File: config.mk
export PLATFORM = sky130hd
export DESIGN_NAME = osc_failsafe_sel
export DESIGN_NICKNAME = d
export VERILOG_FILES = /design/src/rtl/osc_fs_pkg.sv /design/src/rtl/osc_fault_flags.sv /design/src/rtl/osc_src_resolve.sv /design/src/rtl/clk_gate_arbiter.sv /design/src/rtl/osc_failsafe_sel.sv
export SDC_FILE = /design/constraint.sdc
export NUM_CORES = 1
export LEC_CHECK = 0
export BUFFER_PORTS_ARGS = -buffer_cell sky130_fd_sc_hd__clkbuf_2
export CAP_MARGIN = 10
export CORE_MARGIN = 10
export CORE_UTILIZATION = 34
export CTS_CLUSTER_DIAMETER = 30
export DETAILED_ROUTE_END_ITERATION = 8
export HOLD_SLACK_MARGIN = 0.12
export PLACE_DENSITY = 0.67
export SYNTH_ARGS = -nofsm -noshare
export SYNTH_HDL_FRONTEND = slang
export SYNTH_SLANG_ARGS = --single-unit
File: constraint.sdc
create_clock -name clk_i -period 4 [get_ports clk_i]
set_input_delay 0.6 -clock clk_i [delete_from_list [all_inputs] [get_ports clk_i]]
set_output_delay 0.6 -clock clk_i [all_outputs]
set_load 0.01 [all_outputs]
File: src/rtl/osc_fs_pkg.sv
package osc_fs_pkg;

   localparam int SEL_W   = 3;
   localparam int NUM_CLK = 3;
   localparam int NUM_OSC = 4;

   localparam int OSC_DCO  = 0;
   localparam int OSC_LF   = 1;
   localparam int OSC_HF   = 2;
   localparam int OSC_XT2  = 3;

   typedef enum logic [SEL_W-1:0] {
      SRC_LFXT   = 3'd0,
      SRC_SLOWRC = 3'd1,
      SRC_REF32  = 3'd2,
      SRC_DCO    = 3'd3,
      SRC_DCODIV = 3'd4,
      SRC_HFXT   = 3'd5,
      SRC_XT2    = 3'd6,
      SRC_RSVD   = 3'd7
   } src_e;

   // Reset choice per clock: 0 auxiliary, 1 main, 2 subsystem
   function automatic logic [SEL_W-1:0] default_sel(input int k);
      return (k == 0) ? SRC_LFXT : SRC_DCODIV;
   endfunction

   function automatic logic [SEL_W-1:0] resolve(input logic [SEL_W-1:0] sel,
                                                input logic [NUM_OSC-1:0] flags);
      logic [SEL_W-1:0] r;
      case (sel)
         SRC_LFXT: r = flags[OSC_LF]  ? SRC_REF32 : SRC_LFXT;
         SRC_HFXT: r = flags[OSC_HF]  ? SRC_DCO   : SRC_HFXT;
         SRC_XT2:  r = flags[OSC_XT2] ? SRC_DCO   : SRC_XT2;
         SRC_RSVD: r = SRC_DCODIV;
         default:  r = sel;
      endcase
      return r;
   endfunction

endpackage

File: src/rtl/osc_fault_flags.sv
module osc_fault_flags
   import osc_fs_pkg::*;
#(
   parameter logic [NUM_OSC-1:0] RST_FLAGS = 4'b0010
) (
   input  logic               clk_i,
   input  logic               rst_ni,
   input  logic [NUM_OSC-1:0] fault_i,
   input  logic [NUM_OSC-1:0] clr_i,
   input  logic               any_clr_i,
   output logic [NUM_OSC-1:0] flags_o,
   output logic               any_o
);

   logic [NUM_OSC-1:0] flags_q, flags_d;
   logic               any_q, any_d;

   always_comb begin
      flags_d = (flags_q & ~(clr_i & ~fault_i)) | fault_i;
      any_d   = (any_q & ~any_clr_i) | (|flags_d);
   end

   always_ff @(posedge clk_i or negedge rst_ni) begin
      if (!rst_ni) begin
         flags_q <= RST_FLAGS;
         any_q   <= |RST_FLAGS;
      end else begin
         flags_q <= flags_d;
         any_q   <= any_d;
      end
   end

   assign flags_o = flags_q;
   assign any_o   = any_q;

   for (genvar i = 0; i < NUM_OSC; i++) begin : g_chk
      assert_fault_sets_R5: assert property (@(posedge clk_i) disable iff (!rst_ni)
         fault_i[i] |=> flags_q[i]);
      assert_clear_works_R6: assert property (@(posedge clk_i) disable iff (!rst_ni)
         (clr_i[i] && !fault_i[i]) |=> !flags_q[i]);
      assert_clear_blocked_R7: assert property (@(posedge clk_i) disable iff (!rst_ni)
         (clr_i[i] && fault_i[i]) |=> flags_q[i]);
   end

   assert_any_covers_R8: assert property (@(posedge clk_i) disable iff (!rst_ni)
      (|flags_q) |-> any_q);

endmodule

File: src/rtl/osc_src_resolve.sv
module osc_src_resolve
   import osc_fs_pkg::*;
(
   input  logic [SEL_W-1:0]   sel_i,
   input  logic [NUM_OSC-1:0] flags_i,
   output logic [SEL_W-1:0]   eff_o
);

   always_comb eff_o = resolve(sel_i, flags_i);

   always_comb begin
      assert_lf_substituted_R3: assert (!(flags_i[OSC_LF] && eff_o == SRC_LFXT));
      assert_hf_substituted_R4: assert (!(flags_i[OSC_HF] && eff_o == SRC_HFXT)
                                        && !(flags_i[OSC_XT2] && eff_o == SRC_XT2));
      assert_no_reserved_R11: assert (eff_o != SRC_RSVD);
   end

endmodule

File: src/rtl/clk_gate_arbiter.sv
module clk_gate_arbiter
   import osc_fs_pkg::*;
#(
   parameter int NUM_REQ = 4
) (
   input  logic [1:0]               lpm_i,
   input  logic [NUM_REQ*NUM_CLK-1:0] req_i,
   output logic [NUM_CLK-1:0]        gate_o
);

   logic [NUM_CLK-1:0] needed;
   logic [NUM_CLK-1:0] mode_mask;

   for (genvar k = 0; k < NUM_CLK; k++) begin : g_clk
      logic [NUM_REQ-1:0] col;
      for (genvar p = 0; p < NUM_REQ; p++) begin : g_per
         assign col[p] = req_i[p*NUM_CLK + k];
      end
      assign needed[k] = |col;
   end

   always_comb begin
      case (lpm_i)
         2'd0:    mode_mask = 3'b000;
         2'd1:    mode_mask = 3'b010;
         2'd2:    mode_mask = 3'b110;
         default: mode_mask = 3'b111;
      endcase
      gate_o = mode_mask & ~needed;
   end

   always_comb begin
      assert_request_vetoes_R10: assert ((gate_o & needed) == '0);
      assert_active_no_gate_R9: assert (lpm_i != 2'd0 || gate_o == '0);
   end

endmodule

File: src/rtl/osc_failsafe_sel.sv
module osc_failsafe_sel
   import osc_fs_pkg::*;
#(
   parameter int NUM_REQ = 4
) (
   input  logic                      clk_i,
   input  logic                      rst_ni,
   input  logic [2:0]                sel_we_i,
   input  logic [2:0]                sel_wdata_i,
   input  logic [3:0]                fault_i,
   input  logic [3:0]                flag_clr_i,
   input  logic                      any_clr_i,
   input  logic [NUM_REQ*3-1:0]      periph_req_i,
   input  logic [1:0]                lpm_i,
   output logic [8:0]                eff_sel_o,
   output logic [3:0]                flags_o,
   output logic                      any_fault_o,
   output logic [2:0]                gate_o
);

   if (NUM_REQ < 1) begin : g_bad_req
      $error("NUM_REQ must be at least 1");
   end

   logic [NUM_OSC-1:0] flags;

   osc_fault_flags #(.RST_FLAGS(4'b0010)) u_flags (
      .clk_i     (clk_i),
      .rst_ni    (rst_ni),
      .fault_i   (fault_i),
      .clr_i     (flag_clr_i),
      .any_clr_i (any_clr_i),
      .flags_o   (flags),
      .any_o     (any_fault_o)
   );

   assign flags_o = flags;

   for (genvar k = 0; k < NUM_CLK; k++) begin : g_sel
      logic [SEL_W-1:0] sel_q;

      always_ff @(posedge clk_i or negedge rst_ni) begin
         if (!rst_ni)          sel_q <= default_sel(k);
         else if (sel_we_i[k]) sel_q <= sel_wdata_i;
      end

      osc_src_resolve u_res (
         .sel_i   (sel_q),
         .flags_i (flags),
         .eff_o   (eff_sel_o[k*SEL_W +: SEL_W])
      );

      assert_write_lands_R2: assert property (@(posedge clk_i) disable iff (!rst_ni)
         (sel_we_i[k] && sel_wdata_i == SRC_DCODIV) |=> eff_sel_o[k*SEL_W +: SEL_W] == SRC_DCODIV);
   end

   clk_gate_arbiter #(.NUM_REQ(NUM_REQ)) u_gate (
      .lpm_i  (lpm_i),
      .req_i  (periph_req_i),
      .gate_o (gate_o)
   );

endmodule

# Word-level counts from Yosys, hierarchy flattened
# Index checks and enable logic that the tools add are counted.
[classes]
eq_ne = 11
muxes = 7
n_bitwise = 10
n_reduce_logical = 8
[ops]
columns = ["operator", "count"]
rows = [
  ["3-bit case mux with 4 select lines", 3],
  ["3-bit == test (second input constant)", 9],
  ["4-bit OR reduction", 4],
  ["3-bit logical NOT", 3],
  ["3-bit case mux with 3 select lines", 1],
  ["4-bit bitwise AND", 2],
  ["4-bit NOT", 2],
  ["3-bit two-way mux", 2],
  ["4-bit OR", 1],
  ["3-bit bitwise AND", 1],
  ["3-bit NOT", 1],
  ["2-bit by 1-bit == test with 1-bit output (second input constant)", 1],
  ["2-bit == test (second input constant)", 1],
  ["2-bit logical NOT", 1],
  ["2-bit two-way mux", 1],
  ["1-bit bitwise AND", 1],
  ["1-bit NOT", 1],
  ["1-bit OR", 1],
]
[totals]
reg_bits = 14
elab_cells = 41

# Depth between registers and ports, before layout
[depth]
depth_word = 7
ltp_mapped = 3
mapped_depth_nobuf = 3

# By module
# From an unflattened synthesis, not the netlist that was laid out.
[unflattened]
cells_unflattened = 70
area_unflattened_um2 = 793.3
[modules_own_cells]
columns = ["module", "instances", "cells_per_inst", "area_per_inst_um2"]
rows = [
  ["osc_failsafe_sel", 1, 18, 329.1],
  ["osc_fault_flags", 1, 16, 215.2],
  ["osc_src_resolve", 3, 10, 70.1],
  ["clk_gate_arbiter", 1, 6, 38.8],
]

# Least setup slack after synthesis
# Ideal clock, no wire load.
[synth_path]
kind = "input to output"
start = "in periph_req_i[3]"
end = "out gate_o[0]"
arrival_ns = 1.043
t_required_ns = 3.400
slack_ns = 2.357
cell_stages = 2
path_buffers = 0
path_cell_list = "nor4_1 > and3_1"
[synth_via]
elab_chain_cells = 3
[synth_rtl]
columns = ["element", "line_no", "text"]
rows = [
  ["from (decl)", "osc_failsafe_sel.sv:13", "input logic [NUM_REQ*3-1:0] periph_req_i,"],
  ["4-bit OR reduction", "clk_gate_arbiter.sv:19", "assign needed[k] = |col;"],
  ["3-bit NOT", "clk_gate_arbiter.sv:29", "gate_o = mode_mask & ~needed;"],
  ["3-bit bitwise AND", "clk_gate_arbiter.sv:29", ""],
  ["to (decl)", "osc_failsafe_sel.sv:18", "output logic [2:0] gate_o"],
]
# Every way passes these cells.

# Worst setup path in the final report
[layout_path]
start = "reg g_sel[0].sel_q[1]"
end = "out eff_sel_o[2]"
[layout_via]
elab_chain_cells = 2
elab_cells_between_ends = 5
classes_between = "3 x eq/ne; 1 x mux; 1 x reduce/logical"
[layout_rtl]
columns = ["element", "line_no", "text"]
rows = [
  ["from (decl)", "osc_failsafe_sel.sv:40", "logic [SEL_W-1:0] sel_q;"],
  ["from (signal assigned)", "osc_failsafe_sel.sv:43", "if (!rst_ni) sel_q <= default_sel(k);"],
  ["from (signal assigned)", "osc_failsafe_sel.sv:44", "else if (sel_we_i[k]) sel_q <= sel_wdata_i;"],
  ["3-bit == test / 3-bit logical NOT (equally long branches)", "osc_fs_pkg.sv:31", "case (sel)"],
  ["3-bit case mux with 4 select lines *", "osc_fs_pkg.sv:31", ""],
  ["to (decl)", "osc_failsafe_sel.sv:15", "output logic [8:0] eff_sel_o,"],
]
# Every way passes the cells marked *; elsewhere a longest branch is shown, timed or not.

==> impl_metrics.ini <==
[run_status]
status = complete, no violations

[cts]
insertion_delay_ns = 0.27
h-tree-depth = 1
post_cts_buffers = 0
cts_buffers = 3
cts_hold_buf = 0
cts-resized-gates = 0
clk_path_buf_depth = 2
cts.sinks = 14
root_buffer = clkbuf_4
clkSlewWorstSetupHoldPaths_ns = 0.09
cts_tree = done

[timing]
setup-tns-final_ns = 0
skew_ns = 0.00845
worst_pin_slew_ns = 0.345
grt_setup_unrepaired = false
drv_slew = 0
period_minus_slack_ns = 1.99
finalHoldViolCount = 0
slew_headroom_pct = 77.0
setup_viol = 0
fmax_mhz = 502
fin_crit_sh_pct = 49.8

[setup_path]
cp-end-kind = primary output
worstPathMaxFanout = 5
worst_setup_path_start_kind = register
critPathArrivalTime_ns = 1.39
cp_data_required_time_ns = 3.40
path_class = register to primary output

[floorplanning]
fp.dieH_um = 67.0
start_util_pct = 37.1
die_w_um = 67.0
row_count = 16
ioPinCount = 48
core-area_mm2 = 0.00202
dieArea_mm2 = 0.00448

[cells_and_area]
seq_area_um2 = 355
drive_gt1_share_pct = 45.4
fin_util_pct = 52.2
fin_cells = 157
n_antenna_cell = 0
multiInputGateArea_um2 = 360
layout.nets = 162
fillCellCount = 200
area_growth_pct = 40.7

[synth]
yosys.area_share.xor_xnor_pct = 0
async_flop_share_pct = 100
synthSimpleGateAreaFrac_pct = 20.9
ys_types = 27
synth_top_family_by_area = compound AO/OA/AOI/OAI gates
ys_warn_count = 0
seq_area_frac_synth_pct = 47.4
postSynthAreaPerCell_um2 = 9.49
synthMuxAreaShare_pct = 6.01
syn_inst = 79
syn-cell-area_um2 = 749
synth_ff_type = dfrtp_1
synth-edff-count = 0
synth_compound_area_share_pct = 21.2
yosys.area_share.adder_pct = 0
ys_seq_elements = 14
synth_fp_nets = 110

[flow_run]
drv_cap = 0

[worst_hold_path]
hp-class = input pin to async pin

[grt]
grt_max_degree = 15
grt_overflow = 0
grt_pass1_vias = 829
track_usage_pct = 10.0
antenna_found_initial = 0
grt_pass1_wl_um = 3620

[power]
leakagePower_nw = 0.548
powerDensity_mw_per_mm2 = 335
peakVddDrop_v = 0.000198

[route]
vias = 773
first_iter_violations = 12
antenna_left = 0
drc = 0
viasPerCell = 4.92
firstDrtPassIters = 4
wl_per_cell_um = 13.8
wl_um = 2170

[placed_design]
gp_congestion = 0.807
hpwl_um = 1870
place.port_buffers = 47
numPlacedInstances = 153
## state kept, by name, summed over array words and instances, names as in the netlist
signal	flops
u_flags.flags_o	4
u_flags.any_o	1
g_sel.sel_q	9
## worst max-delay path, stage by stage (launching register included)
cell	delay (ns)
dfrtp_1	0.43
nor2b_1	0.17
a221oi_1	0.32
clkbuf_2	0.19
## placed cells by master (no fill, tap or decap)
cell type	n
o21ai_1	5
a21oi_1	3
mux2_1	4
clkbuf_4	3
a211oi_1	1
nor4_1	2
a21o_2	1
a2111oi_2	1
and2b_2	1
nor2_1	2
dfstp_2	4
a32o_1	1
nand3_1	2
clkbuf_8	1
or2_1	1
o221ai_1	2
nor2b_4	1
nor2b_1	4
nor3_1	1
a21o_1	2
dfrtp_1	10
nand2_1	12
or4b_1	1
and3_1	2
a31oi_1	3
a221oi_1	1
inv_1	9
o21a_1	1
o21ai_0	2
clkbuf_2	47
## Yosys cell counts, types with 2 or more instances
cell type | instances | share of area, %
and3_1 | 2 | 1.7
a21o_1 | 2 | 2.0
nand2_1 | 12 | 6.0
nor2b_1 | 4 | 3.3
nor2_1 | 2 | 1.0
o21ai_0 | 2 | 1.3
o221ai_1 | 2 | 2.3
dfrtp_1 | 10 | 33
a31oi_1 | 3 | 2.5
o21ai_1 | 5 | 3.3
inv_1 | 9 | 4.5
mux2_1 | 4 | 6.0
a21oi_1 | 3 | 2.0
dfstp_2 | 4 | 14
nor4_1 | 2 | 1.7
nand3_1 | 2 | 1.3
## kinds of logic (layout without fill, tap and decap cells)
family	after synthesis	count (layout)
AO/OA/AOI/OAI	23	23
AND/OR/NAND/NOR	29	29
multiplexers	4	4
flip-flops	14	14
buffers and inverters	9	60
## per-stage QoR
stage	setup WS, ns	hold slack, ns	total power [W]	instance area [um2]
5_1_grt	1.93	0.228	0.000376	1050
3_3_place_gp	2.17	0.513	0.000255	1020
2_1_floorplan	2.36	0.304	0.000212	749
6_report	2.01	0.208	0.000353	1050
4_1_cts	1.99	0.216	0.000358	1050
3_5_place_dp	2.09	0.517	0.000258	1020
## layer usage
layer | wire [um] | global-route usage (%) | vias to the layer above | part of all wire, %
met2 | 912 | 16.4 | 39 | 42
li1 | - | - | 382 | -
met4 | 6 | 2.31 | 0 | 0.28
met3 | 319 | 5.35 | 2 | 15
met1 | 935 | 11.3 | 350 | 43
met5 | 0 | 0 | - | 0
## final cells by class
class	count	area share, %
multi-input cells	56	34.2
flip-flops and latches	14	33.7
repair buffers	47	22.3
clock buffers	4	3.44
inverters	9	3.20
well taps	27	3.20
## power by group
part	leakage, nW	total, W	internal (W)	switching [W]
clock	0.0210	0.0000996	0.0000553	0.0000443
combinational	0.369	0.0000834	0.0000411	0.0000423
sequential	0.158	0.000170	0.000155	0.0000152
total	0.548	0.000353	0.000251	0.000102
## final timing paths
path / cells past startpoint / slack, ns / from / end
worst min-delay path: 1 / 0.21 / rst_ni / g_sel[2].sel_q[0]$_DFFE_PN0P_
worst max register to register: 3 / 2.57 / u_flags.flags_o[1]$_DFF_PN1_ / u_flags.any_o$_DFF_PN1_
max in group asynchronous: 1 / 3.48 / rst_ni / g_sel[1].sel_q[2]$_DFFE_PN1P_
min in group clk_i: 2 / 0.51 / fault_i[3] / u_flags.flags_o[3]$_DFF_PN0_
worst max-delay path: 3 / 2.01 / g_sel[0].sel_q[1]$_DFFE_PN0P_ / eff_sel_o[2]
worst min register to register: 1 / 0.53 / u_flags.flags_o[0]$_DFF_PN0_ / u_flags.flags_o[0]$_DFF_PN0_
(Power assumes the default switching activity.)
